## src/rtl/rfsh_pkg.sv

```systemverilog
package rfsh_pkg;

  localparam int GNT_CPU  = 0;
  localparam int GNT_RFSH = 1;
  localparam int GNT_DISP = 2;
  localparam int GNT_W    = 3;

  // Refresh period in system clock cycles for each select code.
  function automatic int unsigned interval_states(input logic [2:0] sel);
    int unsigned n;
    case (sel)
      3'd0: n = 47;
      3'd1: n = 78;
      3'd2: n = 156;
      3'd3: n = 312;
      3'd4: n = 468;
      3'd5: n = 624;
      3'd6: n = 936;
      3'd7: n = 1248;
      default: n = 1248;
    endcase
    return n;
  endfunction

endpackage

```

## src/rtl/rfsh_interval_timer.sv

```systemverilog
module rfsh_interval_timer #(
  parameter int CNT_W = 11,
  parameter int SEL_W = 3
) (
  input  logic             clk,
  input  logic             rst,
  input  logic [SEL_W-1:0] sel,
  output logic             tick
);
  logic [CNT_W-1:0] cnt_q;
  logic [CNT_W-1:0] lim_q;
  logic [CNT_W-1:0] lim_new;

  // The select is only looked at when a new period begins.
  assign lim_new = CNT_W'(rfsh_pkg::interval_states(3'(sel)));
  assign tick    = (cnt_q == lim_q - CNT_W'(1));

  always_ff @(posedge clk) begin
    if (rst) begin
      cnt_q <= '0;
      lim_q <= lim_new;
    end else if (tick) begin
      cnt_q <= '0;
      lim_q <= lim_new;
    end else begin
      cnt_q <= cnt_q + CNT_W'(1);
    end
  end
endmodule

```

## src/rtl/rfsh_backlog.sv

```systemverilog
module rfsh_backlog #(
  parameter int W = 4
) (
  input  logic         clk,
  input  logic         rst,
  input  logic         inc,
  input  logic         dec,
  output logic [W-1:0] count,
  output logic         pending
);
  localparam logic [W-1:0] TOP = {W{1'b1}};

  logic [W-1:0] cnt_q;

  always_ff @(posedge clk) begin
    if (rst) begin
      cnt_q <= '0;
    end else begin
      case ({inc, dec})
        2'b10:   if (cnt_q != TOP) cnt_q <= cnt_q + W'(1);
        2'b01:   if (cnt_q != '0)  cnt_q <= cnt_q - W'(1);
        default: cnt_q <= cnt_q;
      endcase
    end
  end

  assign count   = cnt_q;
  assign pending = (cnt_q != '0);
endmodule

```

## src/rtl/rfsh_bus_arbiter.sv

```systemverilog
module rfsh_bus_arbiter #(
  parameter int BURST = 2,
  localparam int PH_W = (BURST > 1) ? $clog2(BURST) : 1
) (
  input  logic                     clk,
  input  logic                     rst,
  input  logic                     disp_req,
  input  logic                     rfsh_pend,
  input  logic                     cpu_req,
  output logic [rfsh_pkg::GNT_W-1:0] grant,
  output logic                     ref_cmd,
  output logic                     take
);
  import rfsh_pkg::*;

  logic [PH_W-1:0]  left_q, left_d;
  logic [GNT_W-1:0] grant_q, grant_d;
  logic             cmd_q, cmd_d;

  // Decisions happen only when no refresh occupancy is running.
  always_comb begin
    grant_d = '0;
    left_d  = left_q;
    cmd_d   = 1'b0;
    take    = 1'b0;
    if (left_q != '0) begin
      grant_d[GNT_RFSH] = 1'b1;
      left_d            = left_q - PH_W'(1);
    end else if (disp_req) begin
      grant_d[GNT_DISP] = 1'b1;
    end else if (rfsh_pend) begin
      grant_d[GNT_RFSH] = 1'b1;
      take              = 1'b1;
      cmd_d             = 1'b1;
      left_d            = PH_W'(BURST - 1);
    end else if (cpu_req) begin
      grant_d[GNT_CPU] = 1'b1;
    end
  end

  always_ff @(posedge clk) begin
    if (rst) begin
      left_q  <= '0;
      grant_q <= '0;
      cmd_q   <= 1'b0;
    end else begin
      left_q  <= left_d;
      grant_q <= grant_d;
      cmd_q   <= cmd_d;
    end
  end

  assign grant   = grant_q;
  assign ref_cmd = cmd_q;
endmodule

```

## src/rtl/rfsh_sched.sv

```systemverilog
module rfsh_sched #(
  parameter int CNT_W  = 11,
  parameter int BLOG_W = 4,
  parameter int BURST  = 2
) (
  input  logic       clk,
  input  logic       rst,
  input  logic [2:0] ivl_sel,
  input  logic       disp_req,
  input  logic       cpu_req,
  output logic [2:0] bus_grant,
  output logic       ref_cmd,
  output logic       cpu_stall
);
  import rfsh_pkg::*;

  logic              tick;
  logic              take;
  logic              pend;
  logic [BLOG_W-1:0] blog_q;

  rfsh_interval_timer #(.CNT_W(CNT_W), .SEL_W(3)) u_timer (
    .clk  (clk),
    .rst  (rst),
    .sel  (ivl_sel),
    .tick (tick)
  );

  rfsh_backlog #(.W(BLOG_W)) u_blog (
    .clk     (clk),
    .rst     (rst),
    .inc     (tick),
    .dec     (take),
    .count   (blog_q),
    .pending (pend)
  );

  rfsh_bus_arbiter #(.BURST(BURST)) u_arb (
    .clk       (clk),
    .rst       (rst),
    .disp_req  (disp_req),
    .rfsh_pend (pend),
    .cpu_req   (cpu_req),
    .grant     (bus_grant),
    .ref_cmd   (ref_cmd),
    .take      (take)
  );

  assign cpu_stall = cpu_req & ~bus_grant[GNT_CPU];
endmodule

```

## config.mk

```make
export PLATFORM = sky130hd
export DESIGN_NAME = rfsh_sched
export DESIGN_NICKNAME = d
export VERILOG_FILES = /design/src/rtl/rfsh_pkg.sv /design/src/rtl/rfsh_interval_timer.sv /design/src/rtl/rfsh_backlog.sv /design/src/rtl/rfsh_bus_arbiter.sv /design/src/rtl/rfsh_sched.sv
export SDC_FILE = /design/constraint.sdc
export NUM_CORES = 1
export LEC_CHECK = 0
export ABC_AREA = 1
export BUFFER_PORTS_ARGS = -buffer_cell sky130_fd_sc_hd__buf_2
export CORE_UTILIZATION = 50
export CTS_CLUSTER_DIAMETER = 60
export DETAILED_ROUTE_END_ITERATION = 10
export GPL_ROUTABILITY_DRIVEN = 0
export MAX_ROUTING_LAYER = met4
export PLACE_DENSITY = 0.68
export SLEW_MARGIN = 40
export SYNTH_ARGS = -nofsm -noshare
export SYNTH_HDL_FRONTEND = slang
export SYNTH_SLANG_ARGS = --single-unit
```

## constraint.sdc

```tcl
create_clock -name clk -period 7.1 [get_ports clk]
set_input_delay 1.42 -clock clk [delete_from_list [all_inputs] [get_ports clk]]
set_output_delay 1.42 -clock clk [all_outputs]
set_load 0.1 [all_outputs]
```

Word level (Yosys, flattened, before mapping)
Memory sizes are Yosys's and may differ from the RTL's.
Cells that the tools add are included.
Word-level totals
  bits in read-only memories: 88
  word-level logic and storage cells: 43
  output and inout port bits: 5
  bits in registers: 31
  input port bits: 7
  memories kept: 1
Operators by class
  bitwise operators: 2
  reductions and logical operators: 7
  $add $sub $neg: 5
  equality and inequality tests: 6
  muxes and demuxes: 14
Memory list
  (no name shown): depth 8, width 11, read ports 1, clocked after memory_dff 0, wr ports 0, line rfsh_pkg.sv:11  | case (sel)
Operators by type and width (count)
  11-bit two-way mux: 2
  11-bit by 1-bit adder with 11-bit output (second input constant): 1
  11-bit == test: 1
  11-bit by 1-bit subtractor with 11-bit output (second input constant): 1
  1-bit two-way mux: 8
  4-bit two-way mux: 2
  4-bit one-hot mux with 2 select lines: 1
  4-bit by 1-bit adder with 4-bit output (second input constant): 1
  4-bit != test (second input constant): 1
  2-bit nonzero test: 2
  4-bit nonzero test: 1
  2-bit OR reduction: 2
  4-bit OR reduction: 1
  4-bit by 1-bit subtractor with 4-bit output (second input constant): 1
  3-bit AND reduction: 1
  2-bit by 1-bit == test with 1-bit output (second input constant): 1
  2-bit == test (second input constant): 1
  2-bit two-way mux: 1
  2-bit by 1-bit != test with 1-bit output (second input constant): 1
  2-bit != test (second input constant): 1
  1-bit bitwise AND: 1
  1-bit NOT: 1
  1-bit subtractor (second input constant): 1

Longest topological paths before layout
Gate-level depths: netlist of the first run.
  depth after elaboration: 7
  gate-level depth with buffers: 18
  depth with buffers taken out: 18

By module
Synthesis of the first run repeated with hierarchy kept, for this count alone.
Unflattened totals
  cell total of the unflattened synthesis: 264
  area total of the unflattened synthesis: 1920.6 µm²
Modules (own cells, without submodules)
  rfsh_interval_timer: times used 1, cells each 196, seq. area each 550.5 µm², area an instance 1472.7 µm²
  rfsh_backlog: times used 1, cells each 51, seq. area each 80.1 µm², area an instance 307.8 µm²
  rfsh_bus_arbiter: times used 1, cells each 15, seq. area each 80.1 µm², area an instance 130.1 µm²
  rfsh_sched: times used 1, cells each 2, seq. area each 0.0 µm², area an instance 10.0 µm²

Worst setup path before layout of the first run
Ideal clock, no wire load.
  path kind: input-to-output
  start point: in cpu_req
  end point: out cpu_stall
  required time: 5680 ps
  stages: 2
  path buffers: 0
  arrival: 2711 ps
  path slack: 2969 ps
  cells stage by stage: inv_1 > nor2_1
Between the ends
  word-level cells in the longest chain between the ends: 1
Ends and longest elaborated chain
  start, declared: line rfsh_sched.sv:10  | input logic cpu_req,
  1-bit bitwise AND: line rfsh_sched.sv:49  | assign cpu_stall = cpu_req & ~bus_grant[GNT_CPU];
  end, declared: line rfsh_sched.sv:13  | output logic cpu_stall
No other way between the ends.

Worst setup path after layout of the first run
Ends and elaborated chain as after synthesis.

==> flow_summary.toml, run 1 <==
[synthesis]
synthDistinctLibCells = 27
synth_area_um2 = 1920
synth_nets = 264
ys_ff_latch = 30
synthCells = 240
ys_seq_area_share_pct = 37.0
syn_avg_cell_area_um2 = 8.00
yosysWarnings = 0

[final_layout]
drive_gt1_share_pct = 16.3
fin_util_pct = 57.5
area_delta_synth_final_pct = 9.58
nets = 281
diodes = 0
final_cell_area_um2 = 2100
instances_no_fill = 306
layout_commonest_cell = "inv_1"
layout_common_cells = "inv_1, nand2_1, nor2_1"

[setup_path]
r2r_slack_ps = 4060
cp_data_required_time_ps = 5680
slowest_delay_ps = 420
critPathLaunch = "cpu_req"
worstReg2RegEnd = "u_blog.count[2]$_SDFFE_PP0P_"
path_cells = "buf_2 > inv_1 > nor2_1 > buf_2"
path_common_cell = "buf_2"
crit_path_start_kind = "primary input"
worstPathMaxFanout = 2
critPathSlowestCell = "buf_2"
crit_arrival_ps = 2020
critPathCapture = "cpu_stall"
rr_startpoint = "u_timer.lim_q[0]$_SDFFCE_PP0P_"
reg2reg_depth = 17
crit_path_end_kind = "primary output"
critPathKind = "in -> out"

[floorplan]
core_area_um2 = 3660
fp.dieH_um = 64.0
fp.dieW_um = 64.0
io_pins = 12
rows = 22
initial_core_util_pct = 52.4
dieArea_um2 = 4090

[cts]
clk_latency_ps = 270
cts-resized-gates = 0
cts_hold_buffers = 0
cts_buffer_depth = 2
cts_setup_buffers = 0
cts_tree = "yes"
cts_sinks = 30
clock-root-buffer = "clkbuf_8"
cts_buffers = 5
clk_pin_slew_ps = 60
h-tree-depth = 2

[drt]
routed_wl_um = 3120
wl_per_cell_um = 10.2
postRouteAntennaNets = 0
drc = 0
firstDrtPassIters = 4
vias_per_cell = 4.73
drt-initial-drc-count = 52
via_count = 1447

[timing]
whs_ps = 443
period_share_pct = 48.4
worst_slack_ps = 3660
finalHoldViolCount = 0
drv_slew = 0
max_freq_mhz = 291
slew_headroom_pct = 60.9
skew_ps = 7.29
fin_tns_setup_ps = 0
fin_crit_ps = 3440
setup_violations = 0
tightest_slew_ps = 582
grt_setup_unrepaired = "no"

[grt]
grt_overflow = 0
antenna_found_initial = 0
grt_first_pass_wirelength_um = 5580
grt_max_degree = 23
grtUsageTotal_pct = 18.4
first_global_vias = 1325

[placed_design]
port_buffers = 11
placedCellCount = 298
place_area_um2 = 2020
hpwl_um = 2500
dp_slack_ps = 3660

[min_path]
hp-class = "reg -> reg"

[power_and_ir_drop]
pwr-share-comb_pct = 31.9
p_int_mw = 0.314
net-switching-power_mw = 0.180
irDropWorstVdd_mv = 0.111
sequentialPowerShare_pct = 42.4
netSwitchingFraction_pct = 36.4
power_density_nw_per_um2 = 235
p_clk_share_pct = 25.7
report.power.total_mw = 0.495
p_leak_nw = 0.915

[run_status]
status = "complete, no violations"

[flow_run]
max-cap-violations = 0
-- critical path: cells and delay by family --
kind	cells	cell delay (ps)
buf+inv	3	530
simple gates	1	60
-- per-layer routing --
metal | global-route usage [%] | wire length (um)
met2 | 31.4 | 1580
met3 | 5.36 | 100
met4 | 7.67 | 40
met1 | 19.8 | 1400
met5 | - | 0
-- state kept, by name (all words and copies together), names as in the netlist --
name           flops
u_arb.grant        3
u_arb.ref_cmd      1
u_blog.count       4
u_timer.cnt_q     11
u_timer.lim_q     11
-- power groups by stage --
stage	clock (mW)	combinational (mW)	sequential (mW)
global route	0.140	0.178	0.212
CTS	0.131	0.159	0.210
floorplan	0	0.100	0.241
finish	0.127	0.158	0.210
detailed placement	0	0.158	0.214
global placement	0	0.155	0.213
-- kinds of logic (layout without fill, tap and decap cells) --
| family | count (synthesis) | in the layout | synth area share [%] |
|---|---|---|---|
| AO/OA/AOI/OAI | 18 | 18 | 4.69 |
| flip-flops | 30 | 30 | 37.0 |
| multiplexers | 1 | 1 | 0.522 |
| buffers and inverters | 41 | 59 | 8.41 |
| adder cells (fa/ha/maj) | 17 | 17 | 11.5 |
| XOR/XNOR | 20 | 20 | 9.52 |
| AND/OR/NAND/NOR | 113 | 113 | 28.4 |
-- worst min-delay path by stage --
stage	start	endpoint	cells after the start
5_1_grt	u_blog.count[0]$_SDFFE_PP0P_	u_blog.count[0]$_SDFFE_PP0P_	1
3_3_place_gp	u_blog.count[0]$_SDFFE_PP0P_	u_blog.count[0]$_SDFFE_PP0P_	1
6_report	u_blog.count[0]$_SDFFE_PP0P_	u_blog.count[0]$_SDFFE_PP0P_	1
3_5_place_dp	u_blog.count[0]$_SDFFE_PP0P_	u_blog.count[0]$_SDFFE_PP0P_	1
4_1_cts	u_blog.count[0]$_SDFFE_PP0P_	u_blog.count[0]$_SDFFE_PP0P_	1
2_1_floorplan	u_blog.count[0]$_SDFFE_PP0P_	u_blog.count[0]$_SDFFE_PP0P_	1
-- layout make-up --
type	count	area (um^2)
fill	351	1560
timing repair buffer	11	55.1
clock buffer	8	80.1
tap	48	60.1
inverter	40	150
sequential	30	711
multi-input combinational	169	1050
-- Yosys cell counts --
master / count / area (um^2)
inv_1: 39 / 146
nand2_1: 34 / 128
nor2_1: 26 / 97.6
dfxtp_1: 19 / 380
nand3_1: 19 / 95.1
ha_1: 16 / 200
nor2_2: 15 / 93.8
edfxtp_1: 11 / 330
xor2_1: 11 / 96.3
a21oi_1: 9 / 45.0
o21ai_0: 9 / 45.0
xnor2_1: 8 / 70.1
nand2_2: 4 / 25.0
nand4_1: 3 / 18.8
nor3_1: 3 / 15.0
nor2_4: 2 / 22.5
or2_2: 2 / 12.5
and3_1: 1 / 6.26
buf_6: 1 / 11.3
fa_1: 1 / 20.0
inv_2: 1 / 3.75
mux2i_1: 1 / 10.0
nand3_2: 1 / 10.0
nand3b_1: 1 / 7.51
nor4_1: 1 / 6.26
or2_1: 1 / 6.26
xor2_2: 1 / 16.3
(Power assumes the default switching activity.)
==> inputs of run 2 (changes only) <==
--- a/config.mk
+++ b/config.mk
@@ -5,7 +5,7 @@
 export SDC_FILE = /design/constraint.sdc
 export NUM_CORES = 1
 export LEC_CHECK = 0
-export ABC_AREA = 1
+export ABC_AREA = 0
 export BUFFER_PORTS_ARGS = -buffer_cell sky130_fd_sc_hd__buf_2
 export CORE_UTILIZATION = 50
 export CTS_CLUSTER_DIAMETER = 60
==> constraint.sdc (replaced) <==
create_clock -name clk -period 3.4 [get_ports clk]
set_input_delay 0.68 -clock clk [delete_from_list [all_inputs] [get_ports clk]]
set_output_delay 0.68 -clock clk [all_outputs]
set_load 0.1 [all_outputs]
==> run 2 against run 1 <==
Sequential share of layout area is 1.6 points lower. Design area is 5.1% higher. Critical path depth up 9. Clock-buffer cell count did not move. Combinational power is 31% lower.
==> flow_summary.toml, run 2 <==
[cts]
clk_latency_ps = 290
cts_buffers = 5
cts_buffer_depth = 2
cts_sinks = 30
h-tree-depth = 2
clk_pin_slew_ps = 70
clock-root-buffer = "clkbuf_8"
cts_hold_buffers = 0
cts_tree = "yes"

[drt]
drt-initial-drc-count = 78
routed_wl_um = 3610
postRouteAntennaNets = 0
via_count = 1430
firstDrtPassIters = 4
drc = 0
vias_per_cell = 5.50
wl_per_cell_um = 13.9

[setup_path]
rr_startpoint = "u_timer.lim_q[0]$_SDFFCE_PP0P_"
critPathCapture = "u_blog.count[3]$_SDFFE_PP0P_"
critPathLaunch = "u_timer.lim_q[0]$_SDFFCE_PP0P_"
crit_arrival_ps = 3580
worstPathMaxFanout = 13
r2r_slack_ps = 30
worstReg2RegEnd = "u_blog.count[3]$_SDFFE_PP0P_"
crit_path_end_kind = "flop"
critPathKind = "reg -> reg"
crit_path_start_kind = "flop"
reg2reg_depth = 13
cp_data_required_time_ps = 3610

[power_and_ir_drop]
netSwitchingFraction_pct = 24.7
p_leak_nw = 0.913
irDropWorstVdd_mv = 0.271
p_clk_share_pct = 39.4
net-switching-power_mw = 0.208
sequentialPowerShare_pct = 47.7
power_density_nw_per_um2 = 382
p_int_mw = 0.635
pwr-share-comb_pct = 12.9

[synthesis]
yosysWarnings = 0
ys_seq_area_share_pct = 38.3
synth.top_cells.by_count = "dfxtp_1, xor2_1, ha_1"
yosysMostFrequentCell = "dfxtp_1"
synthCells = 188
syn_avg_cell_area_um2 = 9.88
synth_top_cell_area_share_pct = 20.5
synth_edf_count = 11
synth_area_um2 = 1860
ys_ff_latch = 30
synth_nets = 212
synthArstFlopShare_pct = 0
synth.area.top_cells = "dfxtp_1, edfxtp_1, ha_1"
yosys_most_used_dff = "dfxtp_1"
synthDistinctLibCells = 44
yosysTopAreaCell = "dfxtp_1"

[final_layout]
diodes = 0
fin_util_pct = 64.2
final_cell_area_um2 = 2210
layout_commonest_cell = "dfxtp_1"
instances_no_fill = 260
layout_common_cells = "dfxtp_1, xor2_1, buf_4"
area_delta_synth_final_pct = 19.0
drive_gt1_share_pct = 23.4
nets = 237

[timing]
max_freq_mhz = 296
skew_ps = 9.70
tightest_slew_ps = 487
fin_crit_ps = 3370
grt_setup_unrepaired = "yes"
drv_slew = 0
worst_slack_ps = 26.2
setup_violations = 0
finalHoldViolCount = 0
slew_headroom_pct = 67.7
period_share_pct = 99.2

[floorplan]
core_area_um2 = 3440
initial_core_util_pct = 53.9
io_pins = 12
fp.dieH_um = 62.9
rows = 21
fp.dieW_um = 62.9
dieArea_um2 = 3960

[placed_design]
hpwl_um = 2630
placedCellCount = 248
port_buffers = 11
place_area_um2 = 2030
dp_slack_ps = 7.67

[grt]
grtUsageMet3_pct = 5.84
first_global_vias = 1436
antenna_found_initial = 0
gr-max-usage-layer = "met2"
grt_util_met2_pct = 31.7
grt_first_pass_wirelength_um = 6080
groute.layer.met1.usage_pct = 22.9
grt_overflow = 0
grt_max_degree = 20
grtUsageTotal_pct = 20.5

[run_status]
status = "complete, no violations"

[flow_run]
max-cap-violations = 0

[min_path]
hp-class = "reg -> reg"
## run 2: cell count changes after synthesis, moves of 5 or more
cell and change:
mux2i_1 +5, o21ai_0 -7, nor2_1 -13, nand2_1 -25, a311oi_1 +10, xor2_1 +6, inv_1 -27, nand3_1 -12
nor2_2 -15
## run 2: layer usage
| layer | vias to the layer above | wire length [um] |
|---|---|---|
| li1 | 728 | - |
| met2 | 15 | 1780 |
| met3 | 6 | 96 |
| met1 | 681 | 1670 |
| met4 | 0 | 65 |
| met5 | - | 0 |
## run 2: logic make-up after synthesis
logic type                 share of synthesized area (%)
buffers and inverters                               4.58
adders and majority gates                           11.9
xor gates and xnor gates                            11.8
and+or+nand+nor                                     17.5
AOI/OAI and AO/OA                                   12.2
muxes                                               3.84
DFF                                                 38.3
## run 2: final cells by class
| cell class | count | area (um^2) |
|---|---|---|
| Fill cell | 279 | 1230 |
| Multi-Input combinational cell | 138 | 1120 |
| Sequential cell | 30 | 711 |
| Timing Repair Buffer | 25 | 160 |
| Clock buffer | 8 | 110 |
| Tap cell | 46 | 57.6 |
| Inverter | 13 | 48.8 |
## run 2: per-stage QoR
stage / TNS, ps / power [mW] / hold slack [ps]
6_report: 0 / 0.843 / 506
5_1_grt: -182 / 0.881 / 534
4_1_cts: 0 / 0.847 / 503
3_5_place_dp: 0 / 0.516 / 493
3_3_place_gp: 0 / 0.511 / 468
2_1_floorplan: -70.6 / 0.485 / 471
## run 2: worst min-delay path by stage
stage                                       startpoint                      endpoint  slack (ps)  cells after the start
final                         u_arb.ref_cmd$_SDFF_PP0_      u_arb.ref_cmd$_SDFF_PP0_         510                      1
after floorplan           u_blog.count[3]$_SDFFE_PP0P_  u_blog.count[3]$_SDFFE_PP0P_         470                      2
after detailed placement      u_arb.ref_cmd$_SDFF_PP0_      u_arb.ref_cmd$_SDFF_PP0_         490                      1
after global routing          u_arb.ref_cmd$_SDFF_PP0_      u_arb.ref_cmd$_SDFF_PP0_         530                      1
after CTS                     u_arb.ref_cmd$_SDFF_PP0_      u_arb.ref_cmd$_SDFF_PP0_         500                      1
after global placement        u_arb.ref_cmd$_SDFF_PP0_      u_arb.ref_cmd$_SDFF_PP0_         470                      1
## run 2: critical path, cell delays in order, from the launching register on
cell	delay, ps
edfxtp_1	400
inv_2	90
ha_4	130
or4b_4	470
or4_4	510
mux2i_1	140
a31o_2	250
buf_4	180
and3_1	170
ha_1	280
a21oi_2	120
o21ai_2	100
or3_1	350
a21oi_1	120
## run 2: what timing repair did
action | 4_1_cts | 5_1_grt
resized for setup | 0 | 6
setup endpoints to repair | 0 | 3
buffers inserted | 0 | 4
## run 2: power by group through the flow
| stage | combinational [mW] | clock, mW | sequential [mW] |
|---|---|---|---|
| after global placement | 0.101 | 0 | 0.410 |
| after CTS | 0.106 | 0.339 | 0.403 |
| after global routing | 0.120 | 0.356 | 0.404 |
| final | 0.109 | 0.332 | 0.403 |
| after detailed placement | 0.105 | 0 | 0.410 |
| after floorplan | 0.0694 | 0 | 0.415 |
==> inputs of run 3 (changes only) <==
==> constraint.sdc (replaced) <==
create_clock -name clk -period 3.2 [get_ports clk]
set_input_delay 0.64 -clock clk [delete_from_list [all_inputs] [get_ports clk]]
set_output_delay 0.64 -clock clk [all_outputs]
set_load 0.1 [all_outputs]
==> run 3 against run 2 <==
The flow now finishes with violations (setup timing). First-iteration DRC count up 18%. Design area is 1.5% higher. Wire length is 2.3% higher. Die area unchanged. Sequential cell count unchanged. Critical endpoint unchanged. Total power rose by 1.5%. Combinational power is 10% higher.
==> flow_summary.toml, run 3 (synthesized netlist as in run 2, its figures left out) <==
[cts]
cts_setup_buffers = 0
clock-root-buffer = "clkbuf_8"
clk_pin_slew_ps = 60
cts_buffers = 5
cts_tree = "yes"
clk_latency_ps = 290
cts_buffer_depth = 2
h-tree-depth = 2
cts_hold_buffers = 0
cts_sinks = 30

[min_path]
min_from = "u_arb.ref_cmd$_SDFF_PP0_"
hold_end = "u_arb.ref_cmd$_SDFF_PP0_"
holdPathStages = 1
hp-class = "reg -> reg"

[drt]
drc = 0
wl_per_cell_um = 14.0
via_count = 1432
postRouteAntennaNets = 0
drt-initial-drc-count = 92
vias_per_cell = 5.44
firstDrtPassIters = 6
routed_wl_um = 3700

[floorplan]
core_area_um2 = 3440
io_pins = 12
rows = 21
fp.dieW_um = 62.9
dieArea_um2 = 3960
fp.dieH_um = 62.9
initial_core_util_pct = 53.9

[setup_path]
worstReg2RegEnd = "u_blog.count[3]$_SDFFE_PP0P_"
r2r_slack_ps = -120
critPathKind = "reg -> reg"
crit_path_end_kind = "flop"
rr_startpoint = "u_timer.lim_q[1]$_SDFFCE_PP0P_"
cp_data_required_time_ps = 3420
crit_arrival_ps = 3540
slowest_delay_ps = 460
crit_path_start_kind = "flop"
worstPathMaxFanout = 13
reg2reg_depth = 13
path_cells = "inv_2 > ha_4 > or4b_4 > or4_4 > mux2i_1 > a31o_2 > buf_4 > and3_1 > ha_1 > a21oi_2 > o21ai_2 > or3_1 > a21oi_2"
path_common_cell = "a21oi_2"
critPathSlowestCell = "or4b_4"

[grt]
antenna_found_initial = 0
grt_overflow = 0
grt_max_degree = 20
first_global_vias = 1440
grtUsageTotal_pct = 20.7
grt_first_pass_wirelength_um = 6220

[final_layout]
layout_commonest_cell = "dfxtp_1"
nets = 240
drive_gt1_share_pct = 25.3
diodes = 0
layout_common_cells = "dfxtp_1, xor2_1, buf_4"
area_delta_synth_final_pct = 20.8
final_cell_area_um2 = 2240

[timing]
period_share_pct = 104
grt_setup_unrepaired = "yes"
max_freq_mhz = 301
slew_headroom_pct = 59.0
fin_crit_ps = 3320
setup_violations = 4
finalHoldViolCount = 0
skew_ps = 7.83
fin_tns_setup_ps = -157
drv_slew = 0
worst_slack_ps = -117
tightest_slew_ps = 599

[placed_design]
port_buffers = 11
hpwl_um = 2730
place_area_um2 = 2100

[power_and_ir_drop]
irDropWorstVdd_mv = 0.237
power_density_nw_per_um2 = 382
p_leak_nw = 0.912

[run_status]
violations = "setup timing"
status = "finished with violations"

[flow_run]
max-cap-violations = 0
==> run 3: report_power, final <==
group	internal (mW)	total, mW	switching (mW)
Combinational	0.0478	0.120	0.0727
Sequential	0.412	0.426	0.0139
Clock	0.175	0.309	0.134
Total	0.635	0.856	0.221
==> run 3: how the worst max path moves through the flow <==
| stage | startpoint | end | cells past startpoint |
|---|---|---|---|
| floorplan | u_timer.lim_q[0]$_SDFFCE_PP0P_ | u_blog.count[3]$_SDFFE_PP0P_ | 15 |
| global placement | u_timer.lim_q[1]$_SDFFCE_PP0P_ | u_blog.count[3]$_SDFFE_PP0P_ | 13 |
| detailed placement | u_timer.lim_q[1]$_SDFFCE_PP0P_ | u_blog.count[3]$_SDFFE_PP0P_ | 14 |
| CTS | u_timer.lim_q[1]$_SDFFCE_PP0P_ | u_blog.count[3]$_SDFFE_PP0P_ | 13 |
| global route | u_timer.lim_q[1]$_SDFFCE_PP0P_ | u_blog.count[2]$_SDFFE_PP0P_ | 14 |
| finish | u_timer.lim_q[1]$_SDFFCE_PP0P_ | u_blog.count[3]$_SDFFE_PP0P_ | 13 |
==> run 3: stage by stage <==
step           hold WS (ps)  utilization [%]  setup WS (ps)  std cells  total power, mW
2_1_floorplan           471                -           -265        188            0.515
3_3_place_gp            467             60.9          -45.9        255            0.546
3_5_place_dp            486             60.9           -186        255            0.552
4_1_cts                 497             64.0           -164        263            0.858
5_1_grt                 550             65.1           -224        263            0.887
6_report                497             65.1           -117        263            0.856
==> run 3: what timing repair did <==
item,4_1_cts,5_1_grt
pin swaps,2,5
endpoints found under the setup margin,4,4
gates resized for setup,2,8
==> run 3: final cells by class <==
| type | instances | area [um^2] |
|---|---|---|
| tap | 46 | 57.6 |
| inverter | 13 | 51.3 |
| sequential | 30 | 711 |
| timing repair buffer | 28 | 186 |
| multi-input combinational | 138 | 1150 |
| fill | 287 | 1200 |
| clock buffer | 8 | 90.1 |
==> run 3: layer usage <==
metal / vias up / part of all wire, % / global-route usage (%)
li1: 732 / - / -
met1: 667 / 47 / 24.6
met2: 22 / 47 / 32.1
met3: 11 / 2.2 / 3.83
met4: 0 / 3.0 / 12.8
met5: - / 0 / -
==> run 3: critical path: cells and delay by family, from the launching register on <==
family	cells	cell delay (ps)
buffers and inverters	2	270
DFF	1	400
adders and majority gates	2	410
and+or+nand+nor	4	1460
muxes	1	140
AOI/OAI and AO/OA	4	570
